<file path="src/rtl/irqft_pkg.sv">
package irqft_pkg;
    typedef enum logic [1:0] {
        SRC_IDLE  = 2'd0,
        SRC_WDOG  = 2'd1,
        SRC_ALARM = 2'd2,
        SRC_FTEST = 2'd3
    } src_e;

    function automatic logic is_irq(input src_e s);
        return (s == SRC_WDOG) || (s == SRC_ALARM);
    endfunction
endpackage

</file>
<file path="src/rtl/irqft_ftbit.sv">
module irqft_ftbit (
    input  logic clk,
    input  logic rst,
    input  logic power_fail,
    input  logic ft_wr,
    input  logic ft_wdata,
    output logic ft_q
);
    always_ff @(posedge clk) begin
        if (rst || power_fail) ft_q <= 1'b0;
        else if (ft_wr)        ft_q <= ft_wdata;
    end

    // power loss clears the stored test bit
    assert_pf_clears_R9: assert property (@(posedge clk) disable iff (rst)
        power_fail |=> !ft_q);
endmodule

</file>
<file path="src/rtl/irqft_arb.sv">
module irqft_arb
    import irqft_pkg::*;
#(
    parameter int WD_W = 8
) (
    input  logic            ft_q,
    input  logic            stop_bit,
    input  logic            afe_bit,
    input  logic [WD_W-1:0] wd_reg,
    input  logic            wdog_irq,
    input  logic            alarm_irq,
    output src_e            grant
);
    localparam int STEER = WD_W - 1;

    logic wd_to_pin, wd_clear, test_ok;

    always_comb begin
        wd_to_pin = !wd_reg[STEER];
        wd_clear  = (wd_reg == '0);
        test_ok   = !stop_bit && ft_q && !afe_bit && (wd_reg[STEER] || wd_clear);
        if (wdog_irq && wd_to_pin)    grant = SRC_WDOG;
        else if (alarm_irq && afe_bit) grant = SRC_ALARM;
        else if (test_ok)             grant = SRC_FTEST;
        else                          grant = SRC_IDLE;
    end
endmodule

</file>
<file path="src/rtl/irqft_square.sv">
module irqft_square (
    input  logic clk,
    input  logic rst,
    input  logic en,
    input  logic tick,
    output logic phase_d
);
    logic phase_q;

    always_comb phase_d = en ? (tick ? !phase_q : phase_q) : 1'b0;

    always_ff @(posedge clk) begin
        if (rst) phase_q <= 1'b0;
        else     phase_q <= phase_d;
    end

    // a tick while enabled flips the phase
    assert_tick_flips_R2: assert property (@(posedge clk) disable iff (rst)
        (en && tick) |=> (phase_q != $past(phase_q)));
    // a disabled generator rests at the released level
    assert_idle_phase_R11: assert property (@(posedge clk) disable iff (rst)
        !en |=> !phase_q);
endmodule

</file>
<file path="src/rtl/irqft_pin_arbiter.sv">
module irqft_pin_arbiter
    import irqft_pkg::*;
#(
    parameter int WD_W = 8
) (
    input  logic            clk,
    input  logic            rst,
    input  logic            stop_bit,
    input  logic            ft_wr,
    input  logic            ft_wdata,
    input  logic            afe_bit,
    input  logic [WD_W-1:0] wd_reg,
    input  logic            wdog_irq,
    input  logic            alarm_irq,
    input  logic            tick_1k,
    input  logic            power_fail,
    output logic            pin_pull_low
);
    localparam int STEER = WD_W - 1;

    logic ft_q, phase_d;
    src_e grant;

    irqft_ftbit u_ftbit (
        .clk(clk), .rst(rst), .power_fail(power_fail),
        .ft_wr(ft_wr), .ft_wdata(ft_wdata), .ft_q(ft_q)
    );

    irqft_arb #(.WD_W(WD_W)) u_arb (
        .ft_q(ft_q), .stop_bit(stop_bit), .afe_bit(afe_bit), .wd_reg(wd_reg),
        .wdog_irq(wdog_irq), .alarm_irq(alarm_irq), .grant(grant)
    );

    irqft_square u_sq (
        .clk(clk), .rst(rst), .en(grant == SRC_FTEST), .tick(tick_1k),
        .phase_d(phase_d)
    );

    always_ff @(posedge clk) begin
        if (rst)                 pin_pull_low <= 1'b0;
        else if (is_irq(grant))  pin_pull_low <= 1'b1;
        else if (grant == SRC_FTEST) pin_pull_low <= phase_d;
        else                     pin_pull_low <= 1'b0;
    end

    // watchdog routed to the pin holds it low
    assert_wdog_low_R6: assert property (@(posedge clk) disable iff (rst)
        (wdog_irq && !wd_reg[STEER]) |=> pin_pull_low);
    // enabled alarm holds the pin low
    assert_alarm_low_R7: assert property (@(posedge clk) disable iff (rst)
        (alarm_irq && afe_bit) |=> pin_pull_low);
    // stopped clock with no routed interrupt releases the pin
    assert_stop_release_R3: assert property (@(posedge clk) disable iff (rst)
        (stop_bit && !(wdog_irq && !wd_reg[STEER]) && !(alarm_irq && afe_bit))
        |=> !pin_pull_low);
    // released right after reset
    assert_reset_release_R1: assert property (@(posedge clk)
        rst |=> !pin_pull_low);
endmodule

</file>
<file path="config.mk">
export PLATFORM = sky130hd
export DESIGN_NAME = irqft_pin_arbiter
export DESIGN_NICKNAME = d
export VERILOG_FILES = /design/src/rtl/irqft_pkg.sv /design/src/rtl/irqft_ftbit.sv /design/src/rtl/irqft_arb.sv /design/src/rtl/irqft_square.sv /design/src/rtl/irqft_pin_arbiter.sv
export SDC_FILE = /design/constraint.sdc
export NUM_CORES = 1
export LEC_CHECK = 0
export BUFFER_PORTS_ARGS = -buffer_cell sky130_fd_sc_hd__buf_2
export CAP_MARGIN = 20
export CORE_AREA = 2 2 39 41
export CTS_CLUSTER_DIAMETER = 120
export DETAILED_ROUTE_END_ITERATION = 8
export DIE_AREA = 0 0 41 43
export SKIP_CTS_REPAIR_TIMING = 1
export SYNTH_ARGS = -nofsm -noshare
export SYNTH_HDL_FRONTEND = slang
export SYNTH_SLANG_ARGS = --single-unit
</file>
<file path="constraint.sdc">
create_clock -name clk -period 2.5 [get_ports clk]
set_input_delay 0.25 -clock clk [delete_from_list [all_inputs] [get_ports clk]]
set_output_delay 0.25 -clock clk [all_outputs]
set_load 0.03 [all_outputs]
</file>
==> flow_summary.json <==
{
  "status": "complete, no violations",
  "seq_area_frac_synth": 0.316,
  "required_ns": 2.63,
  "seq_power_share": 0.302,
  "worst_r2r_path_depth": 4,
  "die_y_um": 43,
  "min_path_type": "in2reg",
  "min_period_ns": 1.30,
  "rsz0062_at_grt": "no",
  "endpoint": "pin_pull_low",
  "synthXorXnorAreaFrac": 0.0461,
  "antenna_found_initial": 0,
  "synth-compound-area-share": 0.270,
  "arrival_ns": 1.42,
  "vdd_drop_max_uv": 84.3,
  "setup_viol": 0,
  "p_clk_frac": 0.514,
  "vias": 227,
  "tns_ns": 0,
  "htree_num_levels": 1,
  "drtIter0Drc": 0,
  "fmax_mhz": 772,
  "fp-row-count": 14,
  "synth_top_cell_by_area": "dfxtp_1",
  "hold_viol_final": 0,
  "n_fill_cell": 163,
  "grt_first_pass_wirelength_um": 662,
  "first_global_vias": 219,
  "synth_fa_ha_area_frac": 0.0658,
  "grt_usage": 0.0601,
  "seq_area_um2": 60.1,
  "drt-vias-per-instance": 3.91,
  "ant_nets": 0,
  "startpoint_type": "input pin",
  "dieArea_um2": 1760,
  "cts_tree": "built",
  "cts_buffers": 3,
  "skew_ns": 0.00196,
  "grt_max_degree": 4,
  "r2r_start": "u_ftbit.ft_q",
  "synth-simple-area-share": 0.211,
  "yosys-top-cells-area": "dfxtp_1, a221oi_2, ha_1",
  "grt-ovfl-total": 0,
  "layout-area-overhead-vs-synth_pct": 71.7,
  "hold_slack_ns": 0.175,
  "synth_cells": 20,
  "synth_top_family_by_area": "compound AO/OA/AOI/OAI gates",
  "sw_frac_of_total": 0.244,
  "cap_violations": 0,
  "syn_area_um2": 190,
  "min_period_over_period": 0.518,
  "io_buffer_count": 18,
  "yosys_warnings": 0,
  "globalplace.congestion": 0.651,
  "r2r-end": "pin_pull_low",
  "end_kind": "flop",
  "num-nets-final": 62,
  "wirelength_um": 467,
  "yosysTopAreaCellShare": 0.316,
  "cts_buffer_depth": 2,
  "antenna_cells": 0,
  "slew-limit-headroom": 0.797,
  "p_int_mw": 0.126,
  "cts-root-buf": "clkbuf_4",
  "path_clk_slew_ns": 0.04,
  "synth_cell_type_count": 14,
  "start_util": 0.137,
  "numClockSinks": 3,
  "worstMarginPinSlew_ns": 0.302,
  "core-area_um2": 1380,
  "clock_latency_ns": 0.23,
  "r2r_slack_ns": 1.32,
  "p_leak_nw": 0.176,
  "drv_slew": 0,
  "ys_ff_latch": 3,
  "drcViolationCount": 0,
  "comb_power_share": 0.184,
  "drive_gt1_frac": 0.571,
  "synthMuxAreaShare": 0.0526,
  "critPathLaunch": "wd_reg[3]",
  "drt_first_pass_iters": 1,
  "io_pins": 19,
  "multi_input_area_um2": 123,
  "dp_hpwl_um": 399,
  "synth_nets": 39,
  "wl_per_cell_um": 8.05,
  "switchingPower_mw": 0.0409,
  "crit_fanout": 2,
  "criticalPathCategory": "in2reg",
  "p_per_area_nw_per_um2": 512,
  "syn_avg_cell_area_um2": 9.51,
  "die_w_um": 41
}
synth_stat cells (all sizes together):
library cell  count
mux2i             1
xor2              1
nor2              1
nand2             2
inv               2
nor4              1
a221oi            2
a21oi             1
nor3              2
ha                1
a21o              1
and3              1
o2bb2ai           1
dfxtp             3
state kept, by name, indices dropped and copies added, names as in the netlist:
| signal | flops |
|---|---|
| u_sq.phase_q | 1 |
| pin_pull_low | 1 |
| u_ftbit.ft_q | 1 |
worst max-delay path: stages:
cell and delay (ns):
buf_2 0.10, nor4_2 0.34, a221oi_2 0.10, a221oi_2 0.19
ha_1 0.27, a21o_1 0.18
worst min path at each step:
stage	endpoint	from	slack, ns	cells after the start
2_1_floorplan	u_ftbit.ft_q	rst	0.33	1
3_3_place_gp	u_ftbit.ft_q	power_fail	0.42	2
3_5_place_dp	u_ftbit.ft_q	power_fail	0.42	2
4_1_cts	u_ftbit.ft_q	power_fail	0.17	2
6_report	u_ftbit.ft_q	power_fail	0.18	2
5_1_grt	u_ftbit.ft_q	power_fail	0.19	2
power groups by stage:
stage | registers [mW] | clock network (mW) | logic (mW)
after floorplan | 0.0538 | 0 | 0.0103
after global placement | 0.0513 | 0 | 0.0307
after detailed placement | 0.0513 | 0 | 0.0307
after CTS | 0.0505 | 0.0903 | 0.0311
after global routing | 0.0507 | 0.0900 | 0.0338
final | 0.0505 | 0.0860 | 0.0308
metrics by stage:
step                instances  total power [mW]  setup slack (ns)  utilization  instance area [um^2]
floorplan                  20            0.0641              1.15            -                   190
global placement           54            0.0820             0.968        0.217                   300
detailed placement         54            0.0820             0.963        0.217                   300
CTS                        58             0.172              1.20        0.236                   327
global route               58             0.174              1.10        0.236                   327
finish                     58             0.167              1.20        0.236                   327
layer usage:
| layer | vias up | track usage | wire length [um] |
|---|---|---|---|
| li1 | 119 | - | - |
| met1 | 88 | 0.0543 | 190 |
| met2 | 18 | 0.0875 | 200 |
| met3 | 2 | 0 | 56 |
| met4 | 0 | 0.100 | 19 |
| met5 | - | 0 | 0 |
final cells by class:
class	count	share of cell area
flip-flops and latches	3	0.184
well taps	16	0.0613
clock buffers	4	0.0805
multi-input cells	15	0.375
inverters	2	0.0230
repair buffers	18	0.276
kinds of logic (layout without fill, tap and decap cells):
logic type,Yosys count,count (layout)
AO/OA/AOI/OAI,5,5
AND/OR/NAND/NOR,7,7
flip-flops,3,3
adder cells (fa/ha/maj),1,1
multiplexers,1,1
buffers and inverters,2,24
XOR/XNOR,1,1
layout by cell type (no fill, tap or decap):
cell       count
buf_2         18
clkbuf_4       3
dfxtp_1        3
inv_1          2
nand2_1        2
nor3_1         2
a221oi_2       2
nor2_1         1
nor4_2         1
a21oi_1        1
o2bb2ai_1      1
mux2i_1        1
xor2_1         1
and3_1         1
a21o_1         1
ha_1           1
clkbuf_1       1
(Power assumes the default switching activity.)
